**config.mk**
```make
export PLATFORM = sky130hd
export DESIGN_NAME = mbus_adder_top
export DESIGN_NICKNAME = d
export VERILOG_FILES = /design/src/rtl/mbus_adder_pkg.sv /design/src/rtl/mbus_ctrl_rom.sv /design/src/rtl/mbus_bus_mux.sv /design/src/rtl/mbus_hold_reg.sv /design/src/rtl/mbus_alu.sv /design/src/rtl/mbus_adder_top.sv
export SDC_FILE = /design/constraint.sdc
export NUM_CORES = 1
export LEC_CHECK = 0
export BUFFER_PORTS_ARGS = -buffer_cell sky130_fd_sc_hd__buf_4
export CORE_ASPECT_RATIO = 0.8
export CORE_UTILIZATION = 53
export CTS_CLUSTER_SIZE = 24
export DETAILED_ROUTE_END_ITERATION = 8
export GPL_ROUTABILITY_DRIVEN = 0
export GPL_TIMING_DRIVEN = 0
export HOLD_SLACK_MARGIN = 0.06
export PLACE_DENSITY = 0.87
export SLEW_MARGIN = 20
export SYNTH_ARGS = -nofsm -noshare
export SYNTH_HDL_FRONTEND = slang
export SYNTH_SLANG_ARGS = --single-unit
```
**constraint.sdc**
```tcl
create_clock -name clk -period 3.06 [get_ports clk]
set_input_delay 0.153 -clock clk [delete_from_list [all_inputs] [get_ports clk]]
set_output_delay 0.153 -clock clk [all_outputs]
set_load 0.05 [all_outputs]
```
**src/rtl/mbus_adder_pkg.sv**
```systemverilog
// Package: shared types and the microprogram table for the shared-bus adder.
// Assumes a 9-bit control word whose packed field order is the behaviour
// seen at the ctrl_word port (MSB = input-buffer drive).
package mbus_adder_pkg;

    localparam int SEL_W  = 4;
    localparam int FN_W   = 4;
    localparam int NUM_REG = 3;

    typedef struct packed {
        logic in_drive;   // input buffer drives bus
        logic alu_drive;  // ALU result drives bus
        logic bus_gate;   // bus reaches register inputs
        logic wr1;
        logic off1_n;
        logic wr2;
        logic off2_n;
        logic wr3;
        logic off3_n;
    } ctrl_word_t;

    typedef enum logic [FN_W-1:0] {
        FN_ADD = 4'd0,
        FN_SUB = 4'd1,
        FN_AND = 4'd2,
        FN_OR  = 4'd3,
        FN_XOR = 4'd4
    } alu_fn_e;

    localparam ctrl_word_t CW_IDLE = 9'h015;

    // Microprogram lookup: step index to control word.
    function automatic ctrl_word_t step_word(input logic [SEL_W-1:0] sel);
        ctrl_word_t w;
        case (sel)
            4'd1:    w = 9'h175;
            4'd2:    w = 9'h15D;
            4'd3:    w = 9'h001;
            4'd4:    w = 9'h0C3;
            4'd5:    w = 9'h014;
            default: w = CW_IDLE;
        endcase
        return w;
    endfunction

endpackage

```
**src/rtl/mbus_ctrl_rom.sv**
```systemverilog
// Control store: maps the step selector onto a control word.
// Assumes the selector is stable around the clock edge; purely combinational.
module mbus_ctrl_rom
    import mbus_adder_pkg::*;
(
    input  logic [SEL_W-1:0] sel,
    output ctrl_word_t       word
);

    // Look up the word for the current step.
    always_comb begin
        word = step_word(sel);
    end

endmodule

```
**src/rtl/mbus_bus_mux.sv**
```systemverilog
// Shared bus: two sources (input buffer, ALU) feed one bus; the input buffer
// wins if both are enabled and a conflict flag is raised. Assumes the control
// store enables at most one source.
module mbus_bus_mux #(
    parameter int WIDTH = 4
) (
    input  logic             clk,
    input  logic             rst_n,
    input  logic             in_drive,
    input  logic             alu_drive,
    input  logic [WIDTH-1:0] in_val,
    input  logic [WIDTH-1:0] alu_val,
    output logic [WIDTH-1:0] bus,
    output logic             conflict
);

    // Select the bus driver with input-buffer priority.
    always_comb begin
        if (in_drive)       bus = in_val;
        else if (alu_drive) bus = alu_val;
        else                bus = '0;
    end

    // Flag simultaneous drivers.
    always_comb begin
        conflict = in_drive & alu_drive;
    end


    no_bus_conflict_chk: assert property (@(posedge clk) disable iff (!rst_n)
        !conflict);


    idle_bus_zero_chk: assert property (@(posedge clk) disable iff (!rst_n)
        (!in_drive && !alu_drive) |-> (bus == '0));

endmodule

```
**src/rtl/mbus_hold_reg.sv**
```systemverilog
// Holding register: captures its data input on a rising edge when capture is
// high; output gated to zero while its active-low output enable is high.
// Assumes synchronous active-low reset.
module mbus_hold_reg #(
    parameter int WIDTH = 4
) (
    input  logic             clk,
    input  logic             rst_n,
    input  logic             capture,
    input  logic             off_n,
    input  logic [WIDTH-1:0] d,
    output logic [WIDTH-1:0] q_gated
);

    logic [WIDTH-1:0] q;

    // Store the bus value or clear on reset.
    always_ff @(posedge clk) begin
        if (!rst_n)       q <= '0;
        else if (capture) q <= d;
    end

    // Drive the output only while enabled.
    always_comb begin
        q_gated = off_n ? '0 : q;
    end


    load_on_capture_chk: assert property (@(posedge clk) disable iff (!rst_n)
        capture |=> (q == $past(d)));


    hold_without_capture_chk: assert property (@(posedge clk) disable iff (!rst_n)
        (!capture && $past(rst_n)) |=> $stable(q));


    clear_on_reset_chk: assert property (@(posedge clk)
        !rst_n |=> (q == '0));

endmodule

```
**src/rtl/mbus_alu.sv**
```systemverilog
// Small ALU: add, subtract and three bitwise operations on two operands.
// Assumes carry-in 0; carry_out is the add carry or the subtract no-borrow.
module mbus_alu
    import mbus_adder_pkg::*;
#(
    parameter int WIDTH = 4
) (
    input  logic [WIDTH-1:0] a,
    input  logic [WIDTH-1:0] b,
    input  logic [FN_W-1:0]  fn,
    output logic [WIDTH-1:0] f,
    output logic             cout
);

    localparam int EXT_W = WIDTH + 1;

    logic [EXT_W-1:0] add_ext;
    logic [EXT_W-1:0] sub_ext;

    // Extended-width sum and difference for carry extraction.
    always_comb begin
        add_ext = {1'b0, a} + {1'b0, b};
        sub_ext = {1'b0, a} + {1'b0, ~b} + EXT_W'(1);
    end

    // Pick the operation by function code.
    always_comb begin
        f    = a;
        cout = 1'b0;
        case (fn)
            FN_ADD: begin f = add_ext[WIDTH-1:0]; cout = add_ext[WIDTH]; end
            FN_SUB: begin f = sub_ext[WIDTH-1:0]; cout = sub_ext[WIDTH]; end
            FN_AND: f = a & b;
            FN_OR:  f = a | b;
            FN_XOR: f = a ^ b;
            default: f = a;
        endcase
    end

endmodule

```
**src/rtl/mbus_adder_top.sv**
```systemverilog
// Top: microcoded shared-bus datapath. The control store decodes the step
// selector; the bus mux chooses input buffer or ALU; three holding registers
// capture from the bus; the ALU combines registers 1 and 2.
// Assumes inputs change away from the rising clock edge.
module mbus_adder_top
    import mbus_adder_pkg::*;
#(
    parameter int WIDTH = 4
) (
    input  logic             clk,
    input  logic             rst_n,
    input  logic [3:0]       step_sel,
    input  logic [WIDTH-1:0] op_in,
    input  logic [3:0]       alu_fn,
    output logic [8:0]       ctrl_word,
    output logic [WIDTH-1:0] bus_val,
    output logic [WIDTH-1:0] result_out,
    output logic             carry_out,
    output logic             bus_conflict
);

    ctrl_word_t       cw;
    logic [WIDTH-1:0] bus;
    logic [WIDTH-1:0] alu_f;
    logic [NUM_REG-1:0] wr_vec;
    logic [NUM_REG-1:0] off_vec;
    logic [NUM_REG-1:0] cap_vec;
    logic [WIDTH-1:0] reg_out [NUM_REG];

    mbus_ctrl_rom u_rom (
        .sel  (step_sel),
        .word (cw)
    );

    // Gather per-register controls into vectors.
    always_comb begin
        wr_vec  = {cw.wr3, cw.wr2, cw.wr1};
        off_vec = {cw.off3_n, cw.off2_n, cw.off1_n};
        cap_vec = wr_vec & {NUM_REG{cw.bus_gate}};
    end

    mbus_bus_mux #(.WIDTH(WIDTH)) u_bus (
        .clk       (clk),
        .rst_n     (rst_n),
        .in_drive  (cw.in_drive),
        .alu_drive (cw.alu_drive),
        .in_val    (op_in),
        .alu_val   (alu_f),
        .bus       (bus),
        .conflict  (bus_conflict)
    );

    for (genvar k = 0; k < NUM_REG; k++) begin : g_reg
        mbus_hold_reg #(.WIDTH(WIDTH)) u_reg (
            .clk     (clk),
            .rst_n   (rst_n),
            .capture (cap_vec[k]),
            .off_n   (off_vec[k]),
            .d       (bus),
            .q_gated (reg_out[k])
        );
    end

    mbus_alu #(.WIDTH(WIDTH)) u_alu (
        .a    (reg_out[0]),
        .b    (reg_out[1]),
        .fn   (alu_fn),
        .f    (alu_f),
        .cout (carry_out)
    );

    // Drive the observation ports.
    always_comb begin
        ctrl_word  = cw;
        bus_val    = bus;
        result_out = reg_out[2];
    end


    single_writer_chk: assert property (@(posedge clk) disable iff (!rst_n)
        $onehot0(cap_vec));


    result_gated_chk: assert property (@(posedge clk) disable iff (!rst_n)
        ctrl_word[0] |-> (result_out == '0));

endmodule

```
## After elaboration in Yosys (flattened, before gate mapping)

Cells that the tools add are included.

- Multiply operators: 0
- Shift-type cells: 0
- Eq/ne operators: 9
- Magnitude comparators: 0
- Reduce and logical (&&, ||, !) cells: 1
- Div/mod/pow operators: 0
- Multiplexer cells: 8
- $add $sub $neg: 3
- Bitwise logic cells: 6

Operators by type and width:

| cell | number |
|---|---|
| $pmux 9 s5 | 1 |
| $mux 4 | 5 |
| $pmux 4 s5 | 1 |
| $eq 4x2->1 const B | 4 |
| $eq 4x3->1 const B | 3 |
| $add 4x4->5 | 2 |
| $eq 4x1->1 const B | 2 |
| $add 5x1->5 const B | 1 |
| $and 4x4->4 | 1 |
| $logic_not 4->1 | 1 |
| $not 4->4 | 1 |
| $or 4x4->4 | 1 |
| $xor 4x4->4 | 1 |
| $and 3x3->3 | 1 |
| $pmux 1 s2 | 1 |
| $and 1x1->1 | 1 |

- Logic and storage cells: 30
- Memories: 0
- Input bits: 14
- Bits in read-only memories: 0
- Flip-flop bits (word level): 12
- RAM bits: 0
- Latch bits: 0
- Output and inout port bits: 19

## Logic depth before layout (Yosys ltp)

Gate-level depths: netlist (run 1).

- Depth in word-level cells: 9
- Mapped depth: 14
- Gate-level depth less buffers: 14

## By module

A second synthesis (run 1) with hierarchy kept.

- Cell total of the unflattened synthesis: 161
- Area total of the unflattened synthesis: 1357.6 um2

Modules (own cells, without submodules):

| module | area each (um2) | cells each | times used | seq. area each (um2) |
|---|---|---|---|---|
| mbus_alu | 593.1 | 79 | 1 | 0.0 |
| mbus_hold_reg | 181.4 | 17 | 3 | 80.1 |
| mbus_ctrl_rom | 142.6 | 18 | 1 | 0.0 |
| mbus_bus_mux | 58.8 | 10 | 1 | 0.0 |
| mbus_adder_top | 18.8 | 3 | 1 | 0.0 |

## Worst setup path before layout (run 1)

Ideal clock, no wire load.

- Path kind: input -> output
- Start point: input port step_sel[1]
- End point: output port carry_out
- Stages on the path: 12
- Buffers on the path: 0
- Slack: -0.346 ns
- Arrival: 3.253 ns
- Required time: 2.907 ns
- Path through: nand2b_1 > nor2_1 > a21oi_1 > nor2_1 > and2_1 > ha_1 > inv_1 > fa_1 > nor2_1 > o21a_1 > o31ai_1 > nor4_1

- Cells in the longest elaborated chain, start to end: 7
- Elaborated cells on any way between the ends: 13
- Those cells by class: add/sub: 3; eq/ne: 5; mux: 4; bitwise: 1

RTL lines:

| what | line | RTL |
|---|---|---|
| from (decl) | mbus_adder_top.sv:12 | `input logic [3:0] step_sel,` |
| $eq 4x3->1, or another cell as far along | mbus_adder_pkg.sv:35 | `case (sel)` |
| $pmux 9 s5 (*) | mbus_adder_pkg.sv:35 |  |
| $mux 4 | mbus_hold_reg.sv:25 | `q_gated = off_n ? '0 : q;` |
| $not 4->4 | mbus_alu.sv:23 | `sub_ext = {1'b0, a} + {1'b0, ~b} + EXT_W'(1);` |
| $add 4x4->5 | mbus_alu.sv:23 |  |
| $add 5x1->5 | mbus_alu.sv:23 |  |
| $pmux 1 s2 (*) | mbus_alu.sv:30 | `case (fn)` |
| to (decl) | mbus_adder_top.sv:18 | `output logic carry_out,` |

Mark *: on every way between the ends. The rest lies on a longest branch, timed or not.

## Final worst setup path (run 1)

- Start point: input port step_sel[1]
- End point: output port bus_val[3]

- Cells in the longest elaborated chain, start to end: 9
- Elaborated cells on any way between the ends: 18
- Those cells by class: add/sub: 3; eq/ne: 5; mux: 6; bitwise: 4

RTL lines:

| what | line | RTL |
|---|---|---|
| $eq 4x3->1, or another cell as far along | mbus_adder_pkg.sv:35 |  |
| $pmux 9 s5 (*) | mbus_adder_pkg.sv:35 |  |
| $mux 4 | mbus_hold_reg.sv:25 |  |
| $not 4->4 | mbus_alu.sv:23 |  |
| $add 4x4->5 | mbus_alu.sv:23 |  |
| $add 5x1->5 | mbus_alu.sv:23 |  |
| $pmux 4 s5 | mbus_alu.sv:30 |  |
| $mux 4 | mbus_bus_mux.sv:20 | `else if (alu_drive) bus = alu_val;` |
| $mux 4 (*) | mbus_bus_mux.sv:19 | `if (in_drive) bus = in_val;` |
| to (decl) | mbus_adder_top.sv:16 | `output logic [WIDTH-1:0] bus_val,` |

Marks and branches as above.

==> out/metrics.yaml, run 1 <==
die:
  die_h_um: 46.0
  core.rowCount: 15
  core_um2: 2210
  die_x_um: 57.0
  die_area_um2: 2620
  io_pins: 33
  initial_core_util: 0.580
logic_synthesis:
  synth-main-ff-cell: "dfxtp_1"
  seq_area_frac_synth: 0.187
  yosysUniqueCellTypes: 41
  async_reset_ff_frac: 0
  syn_inst: 178
  synth_seq_cells: 12
  synth_edf_count: 0
  post_synth_instance_area_um2: 1280
  yosysWarnings: 0
  avgSynthCellArea_um2: 7.21
  syn_nets: 206
clock_tree:
  cts_tree: "built"
  clk-insertion-delay-late_ps: 270
  cts.sinks: 12
  cts_buffers: 3
  cts_root_buf: "clkbuf_4"
  htreeDepth: 1
  cts_hold_repair.buffers: 0
  clkSlewWorstSetupHoldPaths_ps: 70
  max-clock-path-buffers: 2
cells_and_area:
  largest_register_ffs: 12
  n_antenna_cell: 0
  stdcell_area_um2: 1620
  utilization: 0.730
  nFillCells: 183
  nNetsFinal: 243
  largest_register: "g.u_reg.q"
  syn_to_final_growth_pct: 25.9
  top_regs: "g.u_reg.q (12)"
  drive_above_1_share: 0.315
route:
  detail_route.wirelength_mm: 3.54
  final_antenna_net_count: 0
  drc: 4
  avgViaCountPerCell: 5.89
  wl_per_cell_um: 14.9
  vias: 1403
  drt_pass1_iterations: 6
  drt_iter0_drc: 85
placement:
  port_buffers: 30
  place_area_um2: 1550
  dp_hpwl_mm: 2.74
timing:
  max_freq_ghz: 0.342
  skew_ps: 2.70
  fin_crit_ps: 2930
  relSlewSlack: 0.590
  finalSetupViolCount: 0
  drv_slew: 0
  post-route-period-util: 0.957
  finalHoldViolations: 0
  tightest_slew_ps: 612
power_and_ir_drop:
  ir_drop_mv: 0.267
  p_leak_nw: 0.746
  total_power_mw: 0.384
  power_per_cell_area_nw_per_um2: 238
critical_path:
  rr_worst_depth: 9
  critical_path_arrival_ps: 2770
  path_common_cell: "buf_4"
  worstSetupEndpoint: "bus_val[3]"
  crit_type: "input pin to primary output"
  worstPathRequired_ps: 2910
  crit_slowest_cell: "or4_4"
  startpoint: "step_sel[1]"
  startpoint_type: "input pin"
  rr_startpoint: "g_reg[0].u_reg.q[0]"
  r2r_slack_ps: 950
  cp_slowest_stage_delay_ps: 520
  r2r-end: "g_reg[2].u_reg.q[1]"
  crit_path_max_fanout: 7
  end_kind: "primary output"
  path_cells: "buf_4 -> nand2b_1 -> nor2_1 -> a21oi_1 -> nor2_4 -> buf_4 -> nand2_1 -> ha_2 -> o21a_1 -> o22a_1 -> or4_4 -> nand2b_1 -> o211ai_1 -> buf_4"
grt:
  grt-ovfl-total: 0
  antenna_found_initial: 0
  first_global_vias: 1235
  grt_pass1_wl_mm: 5.61
  track_usage: 0.287
  grt_max_degree: 11
run_status:
  violations: "design-rule violations"
  status: "finished, violations left"
run:
  cap_violations: 0
hold_path:
  min_path_type: "input pin to register"
## layout by cell type (no fill, tap or decap), types with 2 or more instances in the layout
master	Yosys	routed
o21ai_1	7	7
nand3_1	7	7
and2_1	7	5
buf_2	5	5
nor2_1	15	14
nor2b_1	6	6
nor3_1	3	3
inv_2	6	6
nand2_1	18	17
nand3b_1	2	2
nand2b_1	6	6
o21a_1	5	5
ha_1	12	11
dfxtp_1	12	12
a211oi_1	2	2
nor4_1	3	2
a21oi_1	13	13
inv_1	11	11
fa_2	0	2
buf_4	8	40
o31ai_1	2	2
xnor2_1	2	2
o221ai_1	2	2
o211ai_1	4	4
clkbuf_4	0	3
## power by group
part	internal [mW]	switching (mW)	total [mW]
Clock	0.0456	0.0514	0.0970
Sequential	0.159	0.00177	0.161
Combinational	0.0476	0.0790	0.127
## per-layer routing
| metal | track usage | up-vias | wire length [µm] | share of wire |
|---|---|---|---|---|
| met5 | 0 | - | 0 | 0 |
| met4 | 0.0927 | 0 | 32 | 0.0091 |
| met3 | 0.0824 | 6 | 270 | 0.076 |
| met2 | 0.501 | 65 | 1820 | 0.51 |
| met1 | 0.347 | 665 | 1410 | 0.40 |
| li1 | - | 667 | - | - |
## through the flow
stage | setup WS, ps | std cells | hold WS [ps] | TNS, ps
after floorplan | 103 | 178 | 288 | 0
after CTS | 45.4 | 236 | 131 | 0
final | 133 | 238 | 131 | 0
after global placement | -137 | 233 | 401 | -137
after detailed placement | -296 | 233 | 414 | -468
after global routing | -32.5 | 238 | 132 | -57.6
## how the worst min path moves through the flow
stage / start / endpoint / slack (ps) / cells after the start
2_1_floorplan: op_in[1] / g_reg[1].u_reg.q[1] / 290 / 2
3_3_place_gp: op_in[1] / g_reg[0].u_reg.q[1] / 400 / 3
3_5_place_dp: op_in[1] / g_reg[1].u_reg.q[1] / 410 / 3
4_1_cts: op_in[1] / g_reg[1].u_reg.q[1] / 130 / 3
5_1_grt: op_in[2] / g_reg[0].u_reg.q[2] / 130 / 3
6_report: op_in[1] / g_reg[1].u_reg.q[1] / 130 / 3
## worst max-delay path: cells and delay by family
kind            cells  cell delay [ps]
buf+inv             3              500
compound gates      4              580
simple gates        6             1210
fa+ha+maj           1              330
## cells in the mapped netlist, drive strengths merged, types with 5 or more instances
library cell | instances | area, µm²
nand2b | 6 | 37.5
buf | 14 | 96.3
inv | 17 | 63.8
nand3 | 7 | 35.0
o21ai | 8 | 40.0
nand2 | 18 | 67.6
and2 | 7 | 43.8
a21oi | 13 | 65.1
o21a | 5 | 37.5
nor2 | 15 | 56.3
dfxtp | 12 | 240
nor2b | 6 | 37.5
ha | 12 | 150
## area by class of cell
cell class	count	area, µm²	area share
clock buffer	3	22.5	0.0139
multi-input combinational	135	922	0.570
buffer	14	96.3	0.0596
sequential	12	240	0.149
tap	25	31.3	0.0193
inverter	17	63.8	0.0395
timing repair buffer	32	240	0.149
## kinds of logic (layout without fill, tap and decap cells)
group	count (synthesis)	after routing	synth area share
simple gates	76	76	0.312
compound gates	41	41	0.204
buf+inv	31	66	0.125
fa+ha+maj	14	14	0.148
flops	12	12	0.187
xor+xnor	2	2	0.0136
other cells	1	1	0.00292
mux	1	1	0.00780
## what timing repair did
item | CTS | global route
pin swaps | 0 | 3
resized for setup | 3 | 8
endpoints found under the hold margin | 0 | 0
gates cloned | 0 | 0
setup buffers | 0 | 2
endpoints found under the setup margin | 3 | 3
Note: power is estimated with default switching activity, not from simulation.
==> run 2: changes to the inputs <==
- CORE_UTILIZATION: 53 -> 45
- PLACE_DENSITY: 0.87 -> 0.77
==> out/metrics.yaml, run 2 (synthesized netlist as in run 1, its figures left out) <==
critical_path:
  end_kind: "primary output"
  rr_startpoint: "g_reg[1].u_reg.q[0]"
  r2r-end: "g_reg[2].u_reg.q[2]"
  critical_path_arrival_ps: 2810  # +40 ps
  crit_path_max_fanout: 8  # +1
  startpoint_type: "input pin"
  r2r_slack_ps: 910  # -40 ps
  worstPathRequired_ps: 2910  # about the same
  crit_type: "input pin to primary output"
  rr_worst_depth: 9  # unchanged
die:
  core_um2: 2560  # +16%
  die_x_um: 61.7  # +8.2%
  die_h_um: 49.8  # +8.1%
  core.rowCount: 16  # +1
  die_area_um2: 3070  # +17%
  io_pins: 33  # unchanged
  initial_core_util: 0.501  # -0.0787
clock_tree:
  cts_root_buf: "clkbuf_4"
  cts.sinks: 12  # unchanged
  max-clock-path-buffers: 2  # unchanged
  cts_tree: "built"
  cts_buffers: 3  # unchanged
  clk-insertion-delay-late_ps: 280  # about the same
  htreeDepth: 1  # unchanged
  clkSlewWorstSetupHoldPaths_ps: 80  # about the same
grt:
  grt_pass1_wl_mm: 5.75  # +2.6%
  grt_max_degree: 11  # unchanged
  grt-ovfl-total: 0  # unchanged
  antenna_found_initial: 0  # unchanged
  track_usage: 0.248  # -0.0390
  first_global_vias: 1291  # +4.5%
timing:
  relSlewSlack: 0.580  # -0.00939
  post-route-period-util: 0.969  # +0.0120
  drv_slew: 0  # unchanged
  max_freq_ghz: 0.337  # -1.2%
  tightest_slew_ps: 626  # +14.0 ps
  finalHoldViolations: 0  # unchanged
  tns_ps: 0  # unchanged
  finalSetupViolCount: 0  # unchanged
  skew_ps: 4.76  # +2.06 ps
  setup_ws_ps: 96.4  # -36.6 ps
  fin_crit_ps: 2960  # +36.6 ps
cells_and_area:
  mostFrequentLayoutCells: "buf_4 (40), nand2_1 (17), nor2_1 (13), a21oi_1 (12), dfxtp_1 (12)"
  largest_register_ffs: 12  # unchanged
  mostFrequentLayoutCell: "buf_4"
  nNetsFinal: 244  # +0.41%
  utilization: 0.650  # -0.0796
  n_antenna_cell: 0  # unchanged
  drive_above_1_share: 0.330  # +0.0157
  seq_area_um2: 240  # unchanged
  multiInputGateArea_um2: 933  # +1.2%
  syn_to_final_growth_pct: 29.8
  largest_register: "g.u_reg.q"
  top_regs: "g.u_reg.q (12)"
  nFillCells: 254  # +39%
route:
  final_antenna_net_count: 0  # unchanged
  drt_iter0_drc: 76  # -11%
  avgViaCountPerCell: 5.53  # -6.2%
  detail_route.wirelength_mm: 3.51  # -0.76%
  wl_per_cell_um: 14.0  # -5.9%
  drt_pass1_iterations: 4  # -2
  vias: 1388  # -1.1%
  drc: 0  # -4
hold_path:
  min_path_type: "input pin to register"
  min_from: "op_in[2]"
  min_to: "g_reg[1].u_reg.q[2]"
  hold_depth: 3  # unchanged
power_and_ir_drop:
  ir_drop_mv: 0.310  # +16%
  total_power_mw: 0.422  # +9.9%
  power_per_cell_area_nw_per_um2: 253  # +6.6%
  p_leak_nw: 0.756  # +1.5%
run:
  cap_violations: 0  # unchanged
placement:
  dp_hpwl_mm: 2.70  # -1.7%
  place_ws_ps: -231  # +65.3 ps
  port_buffers: 30  # unchanged
run_status:
  status: "finished clean"
==> run 2: worst max-delay path, cell delays in order <==
cell and delay (ps):
buf_4 130, nand2b_1 170, nor2_2 100, a21oi_2 50, nor2_4 230, buf_6 130, buf_4 100, nand2_1 80
ha_1 300, buf_6 130, nor3b_2 50, o31a_1 270, or4_4 490, nand2b_1 90, o211ai_1 110, buf_4 210
==> run 2: area by class of cell <==
| cell class | instances | area share |
|---|---|---|
| multi-input combinational | 135 | 0.560 |
| timing repair buffer | 33 | 0.151 |
| sequential | 12 | 0.144 |
| buffer | 14 | 0.0578 |
| inverter | 17 | 0.0383 |
| tap | 36 | 0.0270 |
| clock buffer | 4 | 0.0218 |
==> run 2: stage by stage <==
step	instance area, µm²	hold WS, ps	std cells
2_1_floorplan	1290	288	178
3_3_place_gp	1560	400	244
3_5_place_dp	1560	418	244
4_1_cts	1610	135	248
5_1_grt	1670	161	251
6_report	1670	129	251
==> run 2: how the worst max path moves through the flow <==
stage / startpoint / endpoint / cells past startpoint
6_report: step_sel[1] / bus_val[3] / 16
3_3_place_gp: step_sel[1] / bus_val[2] / 15
3_5_place_dp: step_sel[1] / bus_val[2] / 15
5_1_grt: step_sel[1] / bus_val[3] / 16
2_1_floorplan: step_sel[1] / bus_val[2] / 13
4_1_cts: step_sel[1] / bus_val[2] / 15
==> run 2: report_power, final <==
group          leakage, nW  switching [mW]  internal (mW)
logic                0.638          0.0805         0.0489
registers           0.0970         0.00178          0.159
clock network       0.0210          0.0599         0.0724
==> run 2: repair_timing <==
action / 4_1_cts / 5_1_grt
resized for setup: 3 / 11
setup endpoints to repair: 3 / 3
setup buffers: 0 / 3
hold buffers: 0 / 0
pin swaps: 0 / 2
==> run 2: routing by layer <==
metal  wire (µm)  vias up  GRT usage
met1        1520      657      0.351
met2        1700       53      0.392
met3         261        4     0.0525
li1            -      674          -
met5           0        -          0
met4          25        0     0.0333
